==> src/rtl/la_fifo_pkg.sv <==
package la_fifo_pkg;

  // How occupancy moves on a given edge.
  typedef enum logic [1:0] {
    STEP_HOLD = 2'd0,
    STEP_INC  = 2'd1,
    STEP_DEC  = 2'd2
  } occ_step_e;

  // Ring index: base + off, wrapped into 0..depth-1 (base, off < depth).
  function automatic int unsigned ring_idx(int unsigned base,
                                           int unsigned off,
                                           int unsigned depth);
    int unsigned s;
    s = base + off;
    return (s >= depth) ? s - depth : s;
  endfunction

endpackage

==> src/rtl/la_fifo_occ.sv <==
module la_fifo_occ
  import la_fifo_pkg::*;
#(
  parameter int DEPTH = 4,
  parameter int CW    = $clog2(DEPTH + 1)
) (
  input  logic          clk,
  input  logic          rst_n,
  input  logic          wr_req,
  input  logic          pop_req,
  output logic          wr_acc,
  output logic          pop_acc,
  output logic [CW-1:0] count,
  output logic          full,
  output logic          almost_full,
  output logic          empty,
  output logic          overflow
);

  localparam logic [CW-1:0] LIM_TOP = CW'(DEPTH);
  localparam logic [CW-1:0] LIM_AF  = CW'(DEPTH - 1);
  localparam logic [CW-1:0] ONE     = CW'(1);

  occ_step_e     step;
  logic [CW-1:0] count_nxt;

  assign wr_acc  = wr_req  && !full;
  assign pop_acc = pop_req && !empty;

  always_comb begin
    if (wr_acc && !pop_acc)      step = STEP_INC;
    else if (pop_acc && !wr_acc) step = STEP_DEC;
    else                         step = STEP_HOLD;
  end

  always_comb begin
    unique case (step)
      STEP_INC: count_nxt = count + ONE;
      STEP_DEC: count_nxt = count - ONE;
      default:  count_nxt = count;
    endcase
  end

  always_ff @(posedge clk) begin
    if (!rst_n) begin
      count       <= '0;
      full        <= 1'b0;
      almost_full <= 1'b0;
      empty       <= 1'b1;
      overflow    <= 1'b0;
    end else begin
      count       <= count_nxt;
      almost_full <= (count_nxt >= LIM_AF);
      // full: set while an increment lands at or past the last slot
      if (step == STEP_INC && count >= LIM_AF)
        full <= 1'b1;
      else if (step == STEP_DEC)
        full <= 1'b0;
      // empty: mirror rule at the bottom
      if (step == STEP_DEC && count <= ONE)
        empty <= 1'b1;
      else if (step == STEP_INC)
        empty <= 1'b0;
      if (wr_req && full)
        overflow <= 1'b1;
    end
  end


  a_r3_no_overflow: assert property (@(posedge clk) disable iff (!rst_n)
    count <= LIM_TOP);

  a_r4_full_at_top: assert property (@(posedge clk) disable iff (!rst_n)
    full == (count == LIM_TOP));

  a_r5_af_window: assert property (@(posedge clk) disable iff (!rst_n)
    almost_full == (count >= LIM_AF));

  a_r7_empty_at_zero: assert property (@(posedge clk) disable iff (!rst_n)
    empty == (count == '0));

  a_r7_pop_when_empty: assert property (@(posedge clk) disable iff (!rst_n)
    (empty && !wr_req) |=> (empty && count == '0));

  a_r8_sticky_ovf: assert property (@(posedge clk) disable iff (!rst_n)
    overflow |=> overflow);

  a_r8_full_write_hold: assert property (@(posedge clk) disable iff (!rst_n)
    (full && wr_req && !pop_req) |=> (count == LIM_TOP));

endmodule

==> src/rtl/la_fifo_store.sv <==
module la_fifo_store
  import la_fifo_pkg::*;
#(
  parameter int DEPTH = 4,
  parameter int DW    = 8,
  parameter int AW    = $clog2(DEPTH)
) (
  input  logic          clk,
  input  logic          rst_n,
  input  logic          wr_acc,
  input  logic [DW-1:0] wr_data,
  input  logic          pop_acc,
  input  logic [AW-1:0] peek_off,
  output logic [DW-1:0] peek_data
);

  localparam logic [AW-1:0] LAST = AW'(DEPTH - 1);

  logic [DW-1:0] slot [DEPTH];
  logic [AW-1:0] wptr;
  logic [AW-1:0] rptr;
  logic [AW-1:0] peek_idx;

  generate
    for (genvar g = 0; g < DEPTH; g++) begin : g_slot
      always_ff @(posedge clk) begin
        if (wr_acc && wptr == AW'(g))
          slot[g] <= wr_data;
      end
    end
  endgenerate

  always_ff @(posedge clk) begin
    if (!rst_n) begin
      wptr <= '0;
      rptr <= '0;
    end else begin
      if (wr_acc)  wptr <= (wptr == LAST) ? '0 : wptr + AW'(1);
      if (pop_acc) rptr <= (rptr == LAST) ? '0 : rptr + AW'(1);
    end
  end

  assign peek_idx  = AW'(ring_idx(int'(rptr), int'(peek_off), DEPTH));
  assign peek_data = slot[peek_idx];

  // the read pointer only moves on an accepted pop
  a_r10_rptr_moves_on_pop: assert property (@(posedge clk) disable iff (!rst_n)
    !pop_acc |=> $stable(rptr));

endmodule

==> src/rtl/la_fifo.sv <==
module la_fifo #(
  parameter int DEPTH = 4,
  parameter int DW    = 8,
  parameter int AW    = $clog2(DEPTH),
  parameter int CW    = $clog2(DEPTH + 1)
) (
  input  logic          clk,
  input  logic          rst_n,
  input  logic          wr_en,
  input  logic [DW-1:0] wr_data,
  output logic          full,
  output logic          almost_full,
  output logic          empty,
  output logic [CW-1:0] count,
  output logic          overflow,
  input  logic          pop,
  input  logic [AW-1:0] peek_off,
  output logic [DW-1:0] peek_data
);

  logic wr_acc;
  logic pop_acc;

  la_fifo_occ #(.DEPTH(DEPTH), .CW(CW)) u_occ (
    .clk(clk), .rst_n(rst_n),
    .wr_req(wr_en), .pop_req(pop),
    .wr_acc(wr_acc), .pop_acc(pop_acc),
    .count(count), .full(full), .almost_full(almost_full),
    .empty(empty), .overflow(overflow)
  );

  la_fifo_store #(.DEPTH(DEPTH), .DW(DW), .AW(AW)) u_store (
    .clk(clk), .rst_n(rst_n),
    .wr_acc(wr_acc), .wr_data(wr_data),
    .pop_acc(pop_acc),
    .peek_off(peek_off), .peek_data(peek_data)
  );


  a_r2_single_step: assert property (@(posedge clk) disable iff (!rst_n)
    (!wr_en && !pop) |=> $stable(count));

endmodule

==> config.mk <==
export PLATFORM = sky130hd
export DESIGN_NAME = la_fifo
export DESIGN_NICKNAME = d
export VERILOG_FILES = /design/src/rtl/la_fifo_pkg.sv /design/src/rtl/la_fifo_occ.sv /design/src/rtl/la_fifo_store.sv /design/src/rtl/la_fifo.sv
export SDC_FILE = /design/constraint.sdc
export NUM_CORES = 1
export LEC_CHECK = 0
export CORE_MARGIN = 2
export CORE_UTILIZATION = 40
export DETAILED_ROUTE_END_ITERATION = 8
export DONT_BUFFER_PORTS = 1
export GPL_TIMING_DRIVEN = 0
export HOLD_SLACK_MARGIN = 0.15
export PLACE_DENSITY_LB_ADDON = 0.08
export SLEW_MARGIN = 40
export SYNTH_ARGS = -nofsm -noshare
export SYNTH_HDL_FRONTEND = slang
export SYNTH_HIERARCHICAL = 1
export SYNTH_SLANG_ARGS = --single-unit
==> constraint.sdc <==
create_clock -name clk -period 1.6 [get_ports clk]
set_input_delay 0.32 -clock clk [delete_from_list [all_inputs] [get_ports clk]]
set_output_delay 0.32 -clock clk [all_outputs]
set_load 0.005 [all_outputs]
==> impl_metrics.env, run 1 <==
export IMPL_status="finished, violations left"
export IMPL_violations="setup timing"
export IMPL_post_place_cells=166
export IMPL_rsz0062_at_grt="yes"
export IMPL_yosysUniqueCellTypes=26
export IMPL_wl_per_cell_um=16.9
export IMPL_hold_class="input port to flip-flop"
export IMPL_setup_slack_ps=-311
export IMPL_setup_viol=8
export IMPL_gp_congestion=0.764
export IMPL_worst_setup_path_type="flip-flop to primary output"
export IMPL_viasPerCell=5.22
export IMPL_intPower_w=0.00169
export IMPL_drv_cap=0
export IMPL_routed_wl_um=3110
export IMPL_start_util=0.424
export IMPL_relSlewSlack=0.706
export IMPL_gr_usage_all_layers=0.133
export IMPL_drc=0
export IMPL_vias=960
export IMPL_slew_viol_final=0
export IMPL_required_ps=1280
export IMPL_p_sw_w=0.000506
export IMPL_avgSynthCellArea_um2=16.5
export IMPL_drive_gt1_frac=0.273
export IMPL_switching_share=0.230
export IMPL_layout_common_cells="edfxtp_1 (32), ha_1 (10), inv_1 (9), mux4_2 (8), dlygate4sd3_1 (8)"
export IMPL_worstRegToRegCells=6
export IMPL_fin_nets=158
export IMPL_grt_max_degree=14
export IMPL_io_buffers=0
export IMPL_endpoint_kind="primary output"
export IMPL_grt_pass1_wl_um=5070
export IMPL_cts_sinks=43
export IMPL_antenna_found_initial=0
export IMPL_synth_nets=140
export IMPL_leakage_nw=0.797
export IMPL_pin_count=29
export IMPL_clk_latency_ps=290
export IMPL_crit_path_start_kind="flip-flop"
export IMPL_core_mm2=0.00444
export IMPL_root_buffer="clkbuf_8"
export IMPL_area_delta_synth_final_pct=14.4
export IMPL_finalHoldViolations=0
export IMPL_yosys_warnings=6
export IMPL_met1_usage=0.178
export IMPL_cts_tree="done"
export IMPL_grt_busiest_layer="met2"
export IMPL_final_common_cell="edfxtp_1"
export IMPL_grt_overflow=0
export IMPL_hold_depth=2
export IMPL_cp_arrival_ps=1590
export IMPL_dp_hpwl_um=2040
export IMPL_ctsLongestPathBuffers=2
export IMPL_cts_buffers=5
export IMPL_synth_seq_cells=43
export IMPL_fillCellCount=407
export IMPL_power_frac_seq=0.582
export IMPL_firstDrtPassIters=4
export IMPL_netlist_area_mm2=0.00189
export IMPL_die_w_um=72.7
export IMPL_fin_crit_ps=1910
export IMPL_worst_slew_pin_slew_ps=441
export IMPL_clock_skew_ps=9.15
export IMPL_dieArea_mm2=0.00528
export IMPL_first_global_vias=1027
export IMPL_drt_iter0_drc=41
export IMPL_ant_nets=0
export IMPL_ir_worst_vdd_v=0.000445
export IMPL_finalCritPeriodShare=1.19
export IMPL_cp_max_fo=8
export IMPL_comb_power_share=0.124
export IMPL_stdcell_count=184
export IMPL_path_clk_slew_ps=80
export IMPL_insertedDiodeCount=0
export IMPL_rows=24
export IMPL_yosysSeqAreaShare=0.626
export IMPL_synthCells=114
export IMPL_timing_fmax_mhz=523
export IMPL_met2_usage=0.203
export IMPL_power_density_mw_per_mm2=1020
export IMPL_dieHeight_um=72.7
export IMPL_p_clk_frac=0.294
export IMPL_pre_cts_slack_ps=-175
export IMPL_htreeDepth=2
export IMPL_globalRouteMet3Util=0.0456
==> critical path, stage by stage, from the launching register on <==
cell and delay (ps):
dfxtp_2 340, ha_4 260, clkbuf_16 150, mux4_2 540
==> kinds of logic after synthesis <==
kind of cell,share of synthesized area
AO/OA/AOI/OAI,0.0465
XOR/XNOR,0.0126
adder cells (fa/ha/maj),0.0796
buffers and inverters,0.0206
flip-flops,0.626
multiplexers,0.137
AND/OR/NAND/NOR,0.0770
==> power groups by stage <==
stage	Sequential [W]	Clock [W]	Combinational (W)
2_1_floorplan	0.00129	0	0.000178
3_3_place_gp	0.00130	0	0.000219
3_5_place_dp	0.00130	0	0.000221
4_1_cts	0.00128	0.000674	0.000279
5_1_grt	0.00129	0.000740	0.000303
6_report	0.00128	0.000647	0.000272
==> cells in the mapped netlist <==
cell	count	area share
mux2i_1	2	0.011
o21bai_1	1	0.0040
xnor3_2	1	0.013
a21oi_2	1	0.0046
mux2_4	1	0.0080
and2_1	5	0.017
and2b_2	1	0.0046
o311ai_2	1	0.0086
ha_1	12	0.080
a21oi_1	4	0.011
dfxtp_1	11	0.12
edfxtp_1	32	0.51
mux2i_2	1	0.0073
inv_1	9	0.018
nor2b_1	3	0.010
nand3b_1	1	0.0040
or2_2	1	0.0033
a311o_1	1	0.0053
or3b_2	2	0.0093
nand2b_1	4	0.013
nand2_1	1	0.0020
nor2_1	7	0.014
o211ai_1	1	0.0040
clkbuf_2	1	0.0027
a211o_1	2	0.0093
mux4_1	8	0.11
==> worst paths after layout <==
kind                   startpoint           endpoint  slack (ps)
setup / recovery  u_store/rptr[0]       peek_data[1]        -310
hold / removal              wr_en     u_occ/overflow         190
setup reg to reg       u_occ/full  u_occ/almost_full          80
hold reg to reg    u_occ/overflow     u_occ/overflow         510
==> what timing repair did <==
action                                  in CTS  in global routing
hold endpoints to repair                    32                  0
pin swaps                                    1                  0
endpoints found under the setup margin      11                  9
gates resized for setup                     16                  3
buffers inserted                             3                  0
hold buffers                                 8                  0
==> routing by layer <==
| layer | vias to the layer above | share of wire |
|---|---|---|
| met1 | 469 | 0.45 |
| met5 | - | 0 |
| met2 | 25 | 0.49 |
| met3 | 6 | 0.049 |
| li1 | 460 | - |
| met4 | 0 | 0.016 |
==> final cells by class <==
cell class                      count  area [um^2]  share of cell area
Sequential cell                    43         1190               0.552
Clock buffer                        5         68.8              0.0319
Clock inverter                      2         13.8             0.00638
Multi-Input combinational cell     61          658               0.305
Inverter                            9         33.8              0.0157
Buffer                              1         25.0              0.0116
Timing Repair Buffer               11          103              0.0476
Tap cell                           52         65.1              0.0302
==> sequential cells by signal, summed over array words and instances (netlist names) <==
register	cells
u_store/rptr	2
u_occ/overflow	1
u_occ/count	3
u_occ/empty	1
u_store/wptr	2
u_store/slot	32
u_occ/almost_full	1
u_occ/full	1
==> through the flow <==
stage | hold slack (ps) | util | instance area, um^2 | TNS [ps] | total power [W]
floorplan | 419 | - | 1890 | -325 | 0.00147
global placement | 419 | 0.440 | 1960 | -1430 | 0.00152
detailed placement | 419 | 0.440 | 1960 | -1410 | 0.00152
CTS | 186 | 0.484 | 2150 | -2510 | 0.00223
global route | 203 | 0.485 | 2160 | -2820 | 0.00233
finish | 193 | 0.485 | 2160 | -2330 | 0.00220
(Power assumes the default switching activity.)
==> run 2, diff against run 1 <==
CTS_BUF_LIST = sky130_fd_sc_hd__clkbuf_4   (was not set)
HOLD_SLACK_MARGIN = 0.08   (was 0.15)
clock period = 1.9 ns   (was 1.6 ns; I/O delays follow)
==> impl_metrics.env, run 2 (synthesis results as in run 1) <==
export IMPL_hp_start="wr_data[7]"
export IMPL_grt_overflow=0
export IMPL_power_total_w=0.00199
export IMPL_drt_met1_wl_um=1440
export IMPL_drt_iter0_drc=60
export IMPL_crit_path_start_kind="flip-flop"
export IMPL_hold_buffers=0
export IMPL_first_global_vias=1031
export IMPL_timing_fmax_mhz=488
export IMPL_ant_nets=0
export IMPL_dp_hpwl_um=2050
export IMPL_root_buffer="clkbuf_4"
export IMPL_layout_common_cells="edfxtp_1 (32), ha_1 (11), inv_1 (9), dfxtp_1 (9), mux4_2 (8)"
export IMPL_largest_register_ffs=32
export IMPL_gp_congestion=0.856
export IMPL_finalHoldViolations=0
export IMPL_pin_count=29
export IMPL_multi_input_area_um2=656
export IMPL_r2r_start="u_occ/full"
export IMPL_core_mm2=0.00444
export IMPL_fin_nets=148
export IMPL_dieHeight_um=72.7
export IMPL_p_sw_w=0.000401
export IMPL_wl_per_cell_um=18.0
export IMPL_finalCritPeriodShare=1.08
export IMPL_insertedDiodeCount=0
export IMPL_rows=24
export IMPL_antenna_found_initial=0
export IMPL_wl_met3_um=142
export IMPL_endpoint_kind="primary output"
export IMPL_area_delta_synth_final_pct=10.1
export IMPL_ctsLongestPathBuffers=2
export IMPL_cp_max_fo=8
export IMPL_viasPerCell=5.25
export IMPL_clock_skew_ps=5.15
export IMPL_cts_buffers=5
export IMPL_setup_slack_ps=-149
export IMPL_gr_usage_all_layers=0.134
export IMPL_setup_viol=8
export IMPL_die_w_um=72.7
export IMPL_drv_cap=0
export IMPL_cp_arrival_ps=1670
export IMPL_intPower_w=0.00159
export IMPL_wl_met2_um=1510
export IMPL_worst_setup_path_type="flip-flop to primary output"
export IMPL_required_ps=1520
export IMPL_io_buffers=0
export IMPL_finalHoldWorstSlack_ps=124
export IMPL_fin_crit_ps=2050
export IMPL_top_register="u_store/slot"
export IMPL_power_frac_seq=0.542
export IMPL_violations="setup timing"
export IMPL_ir_worst_vdd_v=0.000408
export IMPL_slew_viol_final=0
export IMPL_power_density_mw_per_mm2=957
export IMPL_path_clk_slew_ps=120
export IMPL_worst_slew_pin_slew_ps=460
export IMPL_seqCellArea_mm2=0.00118
export IMPL_cp_startpoint="u_store/rptr[0]"
export IMPL_fillCellCount=397
export IMPL_drc=0
export IMPL_clk_latency_ps=340
export IMPL_grt_max_degree=14
export IMPL_top_regs="u_store/slot (32), u_occ/count (3)"
export IMPL_start_util=0.424
export IMPL_routed_top_layer="met4"
export IMPL_drive_gt1_frac=0.252
export IMPL_rsz0062_at_grt="yes"
export IMPL_cts_sinks=43
export IMPL_firstDrtPassIters=4
export IMPL_final_common_cell="edfxtp_1"
export IMPL_hold_class="input port to flip-flop"
export IMPL_grt_pass1_wl_um=5110
export IMPL_htreeDepth=2
export IMPL_p_clk_frac=0.354
export IMPL_comb_power_share=0.104
export IMPL_leakage_nw=0.767
export IMPL_dieArea_mm2=0.00528
export IMPL_switching_share=0.202
export IMPL_routed_wl_um=3140
export IMPL_relSlewSlack=0.694
export IMPL_cts_tree="done"
export IMPL_status="finished, violations left"
export IMPL_fin_tns_setup_ps=-938
export IMPL_vias=918
## run 2: cell count changes in the layout (fill, tap and decap cells not counted), sizes merged
cell,previous run,this run
clkinv,2,0
bufinv,0,2
dlygate4sd3,8,0
clkbuf,6,7
buf,3,1
## run 2: final timing paths
path	to	slack, ps	cells after the start
worst max-delay path	peek_data[1]	-150	3
worst min-delay path	u_store/slot[3][7]	120	0
worst max register to register	u_occ/almost_full	180	6
worst min register to register	u_occ/overflow	530	2
## run 2: cell type report
| cell class | count | share of cell area |
|---|---|---|
| Sequential cell | 43 | 0.570 |
| Tap cell | 52 | 0.0313 |
| Clock inverter | 2 | 0.0289 |
| Buffer | 1 | 0.0121 |
| Multi-Input combinational cell | 61 | 0.316 |
| Clock buffer | 6 | 0.0217 |
| Inverter | 9 | 0.0163 |
| Timing Repair Buffer | 1 | 0.00362 |
## run 2: critical path: stages, from the launching register on
cell       delay, ps
dfxtp_2          360
ha_4             260
clkbuf_16        150
mux4_2           550
## run 2: metal layers
| metal | vias to the layer above | GRT usage |
|---|---|---|
| met4 | 0 | 0.0679 |
| li1 | 438 | - |
| met5 | - | 0 |
| met3 | 4 | 0.0373 |
| met1 | 450 | 0.178 |
| met2 | 26 | 0.200 |
## run 2: stage by stage
stage	utilization	cell area [um^2]	cells	setup WS [ps]
finish	0.467	2080	175	-149
detailed placement	0.439	1950	166	-191
global route	0.467	2080	175	-212
floorplan	-	1890	114	104
global placement	0.439	1950	166	-100
CTS	0.466	2070	175	-177
## run 2: power groups by stage
stage               sequential, W  clock [W]  combinational, W
finish                    0.00108   0.000703          0.000207
global route              0.00108   0.000773          0.000230
detailed placement        0.00110          0          0.000185
floorplan                 0.00109          0          0.000149
CTS                       0.00108   0.000735          0.000210
global placement          0.00109          0          0.000182
## run 2: repair_timing
action / 4_1_cts / 5_1_grt
resized for setup: 15 / 1
pin swaps: 0 / 1
setup buffers: 1 / 0
setup endpoints to repair: 11 / 9
